File: src/rtl/rst_seq_pkg.sv
package rst_seq_pkg;
  localparam int unsigned NUM_WAITS = 3;
  localparam int unsigned WAIT_PWRT = 0;
  localparam int unsigned WAIT_OST  = 1;
  localparam int unsigned WAIT_PLL  = 2;

  typedef enum logic [2:0] {
    OSC_LP    = 3'd0,
    OSC_XT    = 3'd1,
    OSC_HS    = 3'd2,
    OSC_HSPLL = 3'd3,
    OSC_EC    = 3'd4,
    OSC_RC    = 3'd5,
    OSC_INTIO = 3'd6
  } osc_mode_e;

  typedef enum logic [2:0] {
    ST_IDLE,
    ST_PWRT,
    ST_OST,
    ST_PLL,
    ST_DONE
  } stage_e;
endpackage

File: src/rtl/rst_seq_plan.sv
module rst_seq_plan
  import rst_seq_pkg::*;
(
  input  logic [2:0]           mode_i,
  input  logic                 pwrt_en_ni,
  input  logic                 cold_i,
  output logic [NUM_WAITS-1:0] mask_o
);
  logic crystal;

  always_comb begin
    crystal            = (mode_i <= 3'(OSC_HSPLL));
    mask_o             = '0;
    mask_o[WAIT_PWRT]  = cold_i & ~pwrt_en_ni;
    mask_o[WAIT_OST]   = crystal;
    mask_o[WAIT_PLL]   = (mode_i == 3'(OSC_HSPLL));
  end
endmodule

File: src/rtl/rst_seq_timer.sv
module rst_seq_timer #(
  parameter int unsigned LIMIT = 16
) (
  input  logic clk_i,
  input  logic rst_ni,
  input  logic clr_i,
  input  logic run_i,
  input  logic tick_i,
  output logic expire_o
);
  localparam int unsigned   CW   = (LIMIT > 1) ? $clog2(LIMIT) : 1;
  localparam logic [CW-1:0] LAST = CW'(LIMIT - 1);

  logic [CW-1:0] cnt_q;

  assign expire_o = run_i & tick_i & (cnt_q == LAST);

  always_ff @(posedge clk_i or negedge rst_ni) begin
    if (!rst_ni)                 cnt_q <= '0;
    else if (clr_i || expire_o)  cnt_q <= '0;
    else if (run_i && tick_i)    cnt_q <= cnt_q + 1'b1;
  end
endmodule

File: src/rtl/por_timeout_seq.sv
module por_timeout_seq
  import rst_seq_pkg::*;
#(
  parameter int unsigned PWRT_TICKS = 2048,
  parameter int unsigned OST_CYCLES = 1024,
  parameter int unsigned PLL_TICKS  = 64
) (
  input  logic       clk_i,
  input  logic       rst_ni,
  input  logic       slow_tick_i,
  input  logic       osc_tick_i,
  input  logic       por_i,
  input  logic       bor_i,
  input  logic       wake_i,
  input  logic       mclr_ni,
  input  logic [2:0] mode_i,
  input  logic       pwrt_en_ni,
  output logic       rst_int_o,
  output logic       seq_done_o
);
  stage_e               stage_q, stage_d;
  logic [NUM_WAITS-1:0] pend_q, pend_d, plan_mask;
  logic [NUM_WAITS-1:0] run, tick, expire;
  logic                 cold, warm, trig, done_d;
  logic                 done_q, rst_int_q;

  assign cold = por_i | bor_i;
  assign warm = wake_i & ~cold & (stage_q == ST_DONE);
  assign trig = cold | warm;

  rst_seq_plan u_plan (
    .mode_i    (mode_i),
    .pwrt_en_ni(pwrt_en_ni),
    .cold_i    (cold),
    .mask_o    (plan_mask)
  );

  assign run[WAIT_PWRT]  = (stage_q == ST_PWRT);
  assign run[WAIT_OST]   = (stage_q == ST_OST);
  assign run[WAIT_PLL]   = (stage_q == ST_PLL);
  assign tick[WAIT_PWRT] = slow_tick_i;
  assign tick[WAIT_OST]  = osc_tick_i;
  assign tick[WAIT_PLL]  = slow_tick_i;

  for (genvar g = 0; g < NUM_WAITS; g++) begin : g_wait
    localparam int unsigned LIM = (g == WAIT_PWRT) ? PWRT_TICKS :
                                  (g == WAIT_OST)  ? OST_CYCLES : PLL_TICKS;
    rst_seq_timer #(.LIMIT(LIM)) u_tmr (
      .clk_i   (clk_i),
      .rst_ni  (rst_ni),
      .clr_i   (trig),
      .run_i   (run[g]),
      .tick_i  (tick[g]),
      .expire_o(expire[g])
    );
  end

  function automatic stage_e pick(input logic [NUM_WAITS-1:0] m);
    if (m[WAIT_PWRT]) return ST_PWRT;
    if (m[WAIT_OST])  return ST_OST;
    if (m[WAIT_PLL])  return ST_PLL;
    return ST_DONE;
  endfunction

  // clear lowest set bit: the stage just entered
  function automatic logic [NUM_WAITS-1:0] drop_first(input logic [NUM_WAITS-1:0] m);
    return m & (m - NUM_WAITS'(1));
  endfunction

  always_comb begin
    stage_d = stage_q;
    pend_d  = pend_q;
    if (trig) begin
      stage_d = pick(plan_mask);
      pend_d  = drop_first(plan_mask);
    end else if (|expire) begin
      stage_d = pick(pend_q);
      pend_d  = drop_first(pend_q);
    end
    done_d = (stage_d == ST_DONE);
  end

  always_ff @(posedge clk_i or negedge rst_ni) begin
    if (!rst_ni) begin
      stage_q   <= ST_IDLE;
      pend_q    <= '0;
      done_q    <= 1'b0;
      rst_int_q <= 1'b1;
    end else begin
      stage_q   <= stage_d;
      pend_q    <= pend_d;
      done_q    <= done_d;
      rst_int_q <= ~(done_d & mclr_ni);
    end
  end

  assign seq_done_o = done_q;
  assign rst_int_o  = rst_int_q;
endmodule

File: config.mk
export PLATFORM = sky130hd
export DESIGN_NAME = por_timeout_seq
export DESIGN_NICKNAME = d
export VERILOG_FILES = /design/src/rtl/rst_seq_pkg.sv /design/src/rtl/rst_seq_plan.sv /design/src/rtl/rst_seq_timer.sv /design/src/rtl/por_timeout_seq.sv
export SDC_FILE = /design/constraint.sdc
export NUM_CORES = 1
export LEC_CHECK = 0
export BUFFER_PORTS_ARGS = -buffer_cell sky130_fd_sc_hd__buf_4
export CAP_MARGIN = 0
export CORE_UTILIZATION = 50
export CTS_BUF_LIST = sky130_fd_sc_hd__clkbuf_8
export DETAILED_ROUTE_END_ITERATION = 7
export GPL_TIMING_DRIVEN = 0
export PLACE_DENSITY = 0.68
export SLEW_MARGIN = 10
export SYNTH_ARGS = -nofsm -noshare
export SYNTH_HDL_FRONTEND = slang
export SYNTH_SLANG_ARGS = --single-unit
File: constraint.sdc
create_clock -name clk_i -period 2.9 [get_ports clk_i]
set_input_delay 0.29 -clock clk_i [delete_from_list [all_inputs] [get_ports clk_i]]
set_output_delay 0.29 -clock clk_i [all_outputs]
set_load 0.03 [all_outputs]
==> results.cfg, run 1 <==
[clock_network]
cts_hold_buffers = 1
cts.sinks = 34
htree_levels = 2
cts_tree = yes
cts_buffer_depth = 2
clk_latency_ps = 280
cts_resized = 0
cts_root_buf = clkbuf_8
cts_buffers = 5
clk_pin_slew_ps = 70
cts_setup_buffers = 0

[global_routing]
track_usage_pct = 22.6
grtUsageMet1_pct = 26.5
grt-busiest-layer = met2
antenna_found_initial = 0
globalRouteMet2Util_pct = 38.1
grt_pass1_vias = 1354
use_met3_pct = 6.51
grt-ovfl-total = 0
grt_first_pass_wirelength_um = 6040
grt_start_max_net_pins = 35

[placement]
placed_area_um2 = 1940
placed_cells = 243
portBuffers = 13
place.gp.congestion = 0.842
place.detailed.hpwl_um = 2550

[sta]
finalHoldViolCount = 0
worst_pin_slew_ps = 1040
slew_headroom_pct = 30.0
finClkSkew_ps = 5.14
finalMaxSlewViolations = 0
final-setup-viol-count = 0
whs_ps = 220
rsz0062_at_grt = false
timing.final.crit_share_pct = 88.3
fmax_ghz = 0.391
setup-tns-final_ps = 0
post-route-min-period_ps = 2560

[route]
ant_nets = 0
drc = 0
drt_iter0_drc = 80
num_vias = 1422
routed_wl_um = 3520
drt-vias-per-instance = 5.64
dr.pass1.iters = 4
drt-wirelength-per-cell_um = 14.0

[die]
die_w_um = 61.7
die_y_um = 61.7
fp-row-count = 21
ioPinCount = 14
die-area_um2 = 3800
core_um2 = 3360
initial_core_util_pct = 52.9

[yosys]
synth_area_per_cell_um2 = 9.68
synth_warnings = 0
synth.distinct_cells = 39
ys_ff_latch = 34
ys.flop_type = dfrtp_1
netlist_area_um2 = 1780
ys_seq_area_share_pct = 47.9
syn-num-nets = 199
syn_inst = 184
async_flop_share_pct = 100
synth_edf_count = 0

[final_layout]
fin_cells = 252
design_area_um2 = 2040
mostFrequentLayoutCells = 33 x dfrtp_1, 26 x nor2_1, 18 x nand2_1
nets = 220
drive_above_1_share_pct = 14.1
nFillCells = 310
final_common_cell = dfrtp_1
area_growth_syn_to_layout_pct = 14.4
diodes = 0

[power]
total_power_uw = 927
switching_share_pct = 24.2
power_leakage_uw = 0.000887
peakVddDrop_mv = 0.295
clkPwrFrac_pct = 38.4
internal_power_uw = 703
combPwrFrac_pct = 8.4
sequentialPowerShare_pct = 53.2
power_switching_uw = 225
power_density_nw_per_um2 = 455

[setup_path]
slowest_delay_ps = 510
path_max_fanout = 8
crit_path_end_kind = flip-flop
critPathKind = flip-flop to flip-flop
worst_setup_path_start_kind = flip-flop
cp_cell_sequence = and4bb_1, clkbuf_1, nand4_1, a311o_1, o211a_1, or4_1
crit_required_ps = 3100
worstPathArrival_ps = 2760
worst_path_max_delay_cell = or4_1

[run]
cap_violations = 0

[hold_path]
min_path_type = primary input to flip-flop

[status]
status = completed
[metrics by stage]
| stage | setup slack [ps] | utilization [%] |
|---|---|---|
| floorplan | 620 | - |
| global placement | 406 | 57.6 |
| detailed placement | 378 | 57.6 |
| CTS | 362 | 60.6 |
| global route | 153 | 60.6 |
| finish | 340 | 60.6 |
[worst max-delay path, delay by kind of cell, from the launching register on]
| family | cells | cell delay, ps |
|---|---|---|
| AO/OA/AOI/OAI | 2 | 560 |
| buffers and inverters | 1 | 310 |
| AND/OR/NAND/NOR | 3 | 1150 |
| flip-flops | 1 | 450 |
[registers in the layout (all words and copies together), names as in the netlist]
| signal | flops |
|---|---|
| g_wait.u_tmr.cnt_q | 27 |
| pend_q | 2 |
| rst_int_o | 1 |
| seq_done_o | 1 |
| stage_q | 3 |
[power by group through the flow]
stage	Combinational, uW	Clock, uW	Sequential (uW)
6_report	78.1	356	494
5_1_grt	87.5	390	495
4_1_cts	79.3	373	493
3_5_place_dp	78.1	0	502
3_3_place_gp	75.8	0	501
2_1_floorplan	38.1	0	503
[area by class of cell]
class	instances	area [um2]	share of cell area, %
clock inverters	2	8.76	0.430
clock buffers	6	82.6	4.05
inverters	6	22.5	1.11
multi-input cells	141	893	43.9
plain buffers	3	12.5	0.614
flip-flops and latches	34	852	41.8
well taps	46	57.6	2.83
repair buffers	14	108	5.28
[synth_stat cells (4+ instances only)]
library cell / n / area share (%)
nand4_1: 10 / 3.5
and2_1: 4 / 1.4
and3_1: 4 / 1.4
or3_1: 5 / 1.8
o21ai_0: 6 / 1.7
nand2_1: 18 / 3.8
nand3_1: 6 / 1.7
nor2_1: 26 / 5.5
inv_1: 6 / 1.3
nor3_1: 4 / 1.1
a21oi_1: 8 / 2.2
xnor2_1: 8 / 3.9
xor2_1: 9 / 4.4
dfrtp_1: 33 / 46
[metal layers]
layer  part of all wire, %  routed length [um]  vias up
met5                     0                   0        -
met4                   1.8                  62        0
met3                   2.9                 101        4
met2                    49                1740       25
met1                    46                1620      690
li1                      -                   -      703
[kinds of logic (layout without fill, tap and decap cells)]
family,Yosys count,after routing,share of synthesized area (%)
AND/OR/NAND/NOR,96,96,30.1
flip-flops,34,34,47.9
AO/OA/AOI/OAI,23,23,8.43
XOR/XNOR,17,17,8.36
buffers and inverters,9,31,1.97
adder cells (fa/ha/maj),3,3,2.11
multiplexers,2,2,1.12
[path summary, 6_finish.rpt]
kind	cells past startpoint	to	slack, ps	start
max	6	rst_int_o	340	stage_q[2]
min	2	pend_q[1]	220	pwrt_en_ni
max reg2reg	6	rst_int_o	340	stage_q[2]
min reg2reg	2	g_wait[0].u_tmr.cnt_q[10]	520	g_wait[0].u_tmr.cnt_q[10]
max in group asynchronous	2	rst_int_o	2080	rst_ni
min in group asynchronous	2	g_wait[1].u_tmr.cnt_q[7]	480	rst_ni
Note: power is estimated with default switching activity, not from simulation.
==> run 2: changes to the inputs <==
--- a/config.mk
+++ b/config.mk
@@ -7,6 +7,7 @@
 export LEC_CHECK = 0
 export BUFFER_PORTS_ARGS = -buffer_cell sky130_fd_sc_hd__buf_4
 export CAP_MARGIN = 0
+export CORE_MARGIN = 10
 export CORE_UTILIZATION = 50
 export CTS_BUF_LIST = sky130_fd_sc_hd__clkbuf_8
 export DETAILED_ROUTE_END_ITERATION = 7
==> run 2 against run 1 <==
  * Power fell by 3.1%
  * Die area rose by 67%
  * Maximum frequency fell by 1.2%
  * Clock power fell by 8.1%
==> results.cfg, run 2 (synthesized netlist as in run 1, its figures left out) <==
[sta]
timing.final.crit_share_pct = 89.3
finClkSkew_ps = 6.05
slew_headroom_pct = 27.6
setup-tns-final_ps = 0
fmax_ghz = 0.386
finalHoldViolCount = 0
rsz0062_at_grt = false
worst_pin_slew_ps = 1070
finalMaxSlewViolations = 0
post-route-min-period_ps = 2590
final-setup-viol-count = 0

[route]
drt-wirelength-per-cell_um = 15.0
drt-vias-per-instance = 5.84
routed_wl_um = 3770
drt_iter0_drc = 70
dr.pass1.iters = 4
drc = 0
num_vias = 1465
ant_nets = 0

[global_routing]
track_usage_pct = 13.1
antenna_found_initial = 0
grt_first_pass_wirelength_um = 6660
grt-ovfl-total = 0
grt_pass1_vias = 1490
grt_start_max_net_pins = 35

[final_layout]
nFillCells = 297
drive_above_1_share_pct = 14.1
largest_registers = g_wait.u_tmr.cnt_q (27), stage_q (3), pend_q (2)
regMostFlops = g_wait.u_tmr.cnt_q
diodes = 0
nets = 220
final_common_cell = dfrtp_1
mostFrequentLayoutCells = 33 x dfrtp_1, 26 x nor2_1, 18 x nand2_1
area_growth_syn_to_layout_pct = 13.7
largest_reg_flops = 27

[placement]
portBuffers = 13
place.detailed.hpwl_um = 2710
place.gp.congestion = 0.821

[setup_path]
worstPathArrival_ps = 2790
critPathKind = flip-flop to flip-flop
slowest_delay_ps = 540
crit_required_ps = 3100
worst_setup_path_start_kind = flip-flop
reg2reg_setup_slack_ps = 310
worst_path_max_delay_cell = or4_1
r2r-end = rst_int_o
reg2reg_depth = 6
crit_path_end_kind = flip-flop
cp_top_family = simple AND/OR/NAND/NOR gates
crit_buf_inv = 1
cp_cell_sequence = and4bb_1, clkbuf_1, nand4_1, a311o_1, o211a_1, or4_1
timing.rr.start = stage_q[2]
path_max_fanout = 8

[power]
total_power_uw = 899
power_density_nw_per_um2 = 444
power_leakage_uw = 0.000878
peakVddDrop_mv = 0.307

[clock_network]
cts_buffer_depth = 2
htree_levels = 2
cts_resized = 0
cts_setup_buffers = 0
cts_root_buf = clkbuf_8
cts_tree = yes
cts_buffers = 5
clk_pin_slew_ps = 70
cts.sinks = 34
clk_latency_ps = 280

[run]
cap_violations = 0

[die]
fp-row-count = 21
die-area_um2 = 6350
ioPinCount = 14
die_y_um = 79.7
core_um2 = 3390
initial_core_util_pct = 52.5
die_w_um = 79.7

[status]
status = completed

[hold_path]
hold_start = pwrt_en_ni
min_path_type = primary input to flip-flop
holdPathStages = 2
worstHoldEndpoint = pend_q[1]
run 2: cell count changes in the layout (fill, tap and decap cells not counted):
cell	delta
clkinv_2	+1
clkbuf_8	-1
inv_1	-1
run 2: how the worst max path moves through the flow:
stage / cells after the start / start / endpoint / slack, ps
after floorplan: 6 / stage_q[2] / rst_int_o / 620
after global placement: 6 / stage_q[2] / rst_int_o / 400
after detailed placement: 6 / stage_q[2] / rst_int_o / 360
after CTS: 6 / stage_q[2] / rst_int_o / 330
after global routing: 6 / stage_q[2] / rst_int_o / 170
final: 6 / stage_q[2] / rst_int_o / 310
run 2: power by group:
part	internal, uW	switching [uW]
clock	161	166
combinational	31.8	46.4
sequential	483	11.1
total	676	223
run 2: final cells by class:
type	instances	area, um2	share of cell area, %
Buffer	3	12.5	0.618
Clock buffer	5	68.8	3.40
Clock inverter	2	10.0	0.494
Inverter	6	22.5	1.11
Multi-Input combinational cell	141	893	44.1
Sequential cell	34	852	42.1
Tap cell	46	57.6	2.84
Timing Repair Buffer	14	108	5.32
run 2: metal layers:
layer  routed length (um)  vias to the layer above  GRT usage, %
met4                   58                        0          5.02
met1                 1710                      725          14.9
li1                     -                      704             -
met5                    0                        -             0
met3                  155                        5          4.28
met2                 1850                       31          22.1
run 2: worst reg2reg max path: cells and delay by family, from the launching register on:
| kind | cells | cell delay, ps |
|---|---|---|
| compound gates | 2 | 550 |
| buf+inv | 1 | 300 |
| flops | 1 | 450 |
| simple gates | 3 | 1210 |
run 2: what timing repair did:
| item | 4_1_cts | 5_1_grt |
|---|---|---|
| hold buffers | 1 | 0 |
| endpoints found under the setup margin | 0 | 0 |
| endpoints found under the hold margin | 33 | 0 |
run 2: per-stage QoR:
step / instances / worst slack (ps) / area (um2) / hold WS, ps / util [%]
floorplan: 184 / 620 / 1780 / -5.59 / -
global placement: 243 / 398 / 1940 / 257 / 57.1
detailed placement: 243 / 359 / 1940 / 269 / 57.1
CTS: 251 / 333 / 2020 / 207 / 59.7
global route: 251 / 171 / 2020 / 209 / 59.7
finish: 251 / 309 / 2020 / 212 / 59.7
==> run 3: changes to the inputs <==
==> constraint.sdc (replaced) <==
create_clock -name clk_i -period 2.9 [get_ports clk_i]
set_input_delay 0.435 -clock clk_i [delete_from_list [all_inputs] [get_ports clk_i]]
set_output_delay 0.435 -clock clk_i [all_outputs]
set_load 0.03 [all_outputs]
==> run 3 against run 2 <==
  * Hold slack got worse by 120 ps
  * Clock skew up 1.2 ps
  * Sequential power about the same
  * Clock-buffer cell count stayed put
  * Core utilization down 0.30 points
  * Sequential cell count is the same
  * Highest routed layer unchanged
==> results.cfg, run 3 (synthesized netlist as in run 1, its figures left out) <==
[status]
status = completed

[global_routing]
grt_pass1_vias = 1487
antenna_found_initial = 0
grt_first_pass_wirelength_um = 6640
grt-ovfl-total = 0
grt_start_max_net_pins = 35
track_usage_pct = 13.1

[route]
drc = 0
num_vias = 1462
ant_nets = 0
drt-wirelength-per-cell_um = 15.0
routed_wl_um = 3760
drt-vias-per-instance = 5.85
dr.pass1.iters = 4
drt_iter0_drc = 62

[sta]
slew_headroom_pct = 27.6
finClkSkew_ps = 7.25
worst_pin_slew_ps = 1070
fmax_ghz = 0.386
final-setup-viol-count = 0
timing.final.crit_share_pct = 89.3
finalHoldViolCount = 0
setup-tns-final_ps = 0
rsz0062_at_grt = false
post-route-min-period_ps = 2590
finalMaxSlewViolations = 0

[clock_network]
cts_buffer_depth = 2
cts_buffers = 5
cts_root_buf = clkbuf_8
cts_setup_buffers = 0
cts_hold_buffers = 0
htree_levels = 2
cts_tree = yes
cts_resized = 0
clk_latency_ps = 280
clk_pin_slew_ps = 70
cts.sinks = 34

[die]
core_um2 = 3390
initial_core_util_pct = 52.5
die_y_um = 79.7
ioPinCount = 14
die-area_um2 = 6350
die_w_um = 79.7
fp-row-count = 21

[power]
sequentialPowerShare_pct = 55.0
peakVddDrop_mv = 0.308
clkPwrFrac_pct = 36.4
total_power_uw = 898
switching_share_pct = 24.9
power_density_nw_per_um2 = 446
internal_power_uw = 675
combPwrFrac_pct = 8.6
power_switching_uw = 223
power_leakage_uw = 0.000874

[final_layout]
largest_reg_flops = 27
regArea_um2 = 852
mostFrequentLayoutCells = 33 x dfrtp_1, 26 x nor2_1, 18 x nand2_1
largest_registers = g_wait.u_tmr.cnt_q (27), stage_q (3), pend_q (2)
nets = 219
diodes = 0
area_growth_syn_to_layout_pct = 13.1
nFillCells = 298
utilization_pct = 59.4
drive_above_1_share_pct = 14.2
design_area_um2 = 2010
fin_cells = 250
final_common_cell = dfrtp_1
multi_input_area_um2 = 893
regMostFlops = g_wait.u_tmr.cnt_q

[setup_path]
r2r-end = rst_int_o
crit_path_end_kind = flip-flop
reg2reg_setup_slack_ps = 310
timing.rr.start = stage_q[2]
crit_required_ps = 3100
critPathKind = flip-flop to flip-flop
worst_setup_path_start_kind = flip-flop
path_max_fanout = 8
reg2reg_depth = 6
worstPathArrival_ps = 2790

[placement]
portBuffers = 13
place.detailed.hpwl_um = 2710
place.gp.congestion = 0.821
placed_area_um2 = 1940
placed_cells = 243

[run]
cap_violations = 0

[hold_path]
min_path_type = primary input to asynchronous set/reset pin
## run 3: cell count changes in the layout (fill, tap and decap cells not counted)
cell           before  now
dlygate4sd3_1       1    0
## run 3: layout make-up
class	count	area share, %
repair buffers	13	4.84
clock inverters	2	0.497
flip-flops and latches	34	42.3
clock buffers	5	3.42
multi-input cells	141	44.3
well taps	46	2.86
plain buffers	3	0.621
inverters	6	1.12
## run 3: power groups by stage
stage | Sequential (uW) | Combinational [uW] | Clock [uW]
2_1_floorplan | 503 | 38.1 | 0
3_3_place_gp | 501 | 76.0 | 0
3_5_place_dp | 502 | 78.1 | 0
4_1_cts | 493 | 78.4 | 336
5_1_grt | 495 | 85.8 | 362
6_report | 494 | 77.1 | 327
## run 3: per-layer routing
metal  routed length, um  global-route usage, %
met1                1720                   14.9
met2                1870                   22.1
met3                 133                   4.28
met4                  33                   5.02
met5                   0                      0
## run 3: worst max-delay path: stages (launching register included)
cell,delay [ps]
dfrtp_1,450
and4bb_1,310
clkbuf_1,300
nand4_1,360
a311o_1,410
o211a_1,140
or4_1,540
## run 3: worst max-delay path by stage
stage | start | to | cells after the start
final | stage_q[2] | rst_int_o | 6
after global routing | stage_q[2] | rst_int_o | 6
after CTS | stage_q[2] | rst_int_o | 6
after detailed placement | stage_q[2] | rst_int_o | 6
after global placement | osc_tick_i | rst_int_o | 7
after floorplan | stage_q[2] | rst_int_o | 6
## run 3: through the flow
| stage | hold WS [ps] | setup WS (ps) |
|---|---|---|
| floorplan | 139 | 620 |
| global placement | 402 | 397 |
| detailed placement | 414 | 359 |
| CTS | 111 | 333 |
| global route | 115 | 171 |
| finish | 91.5 | 309 |
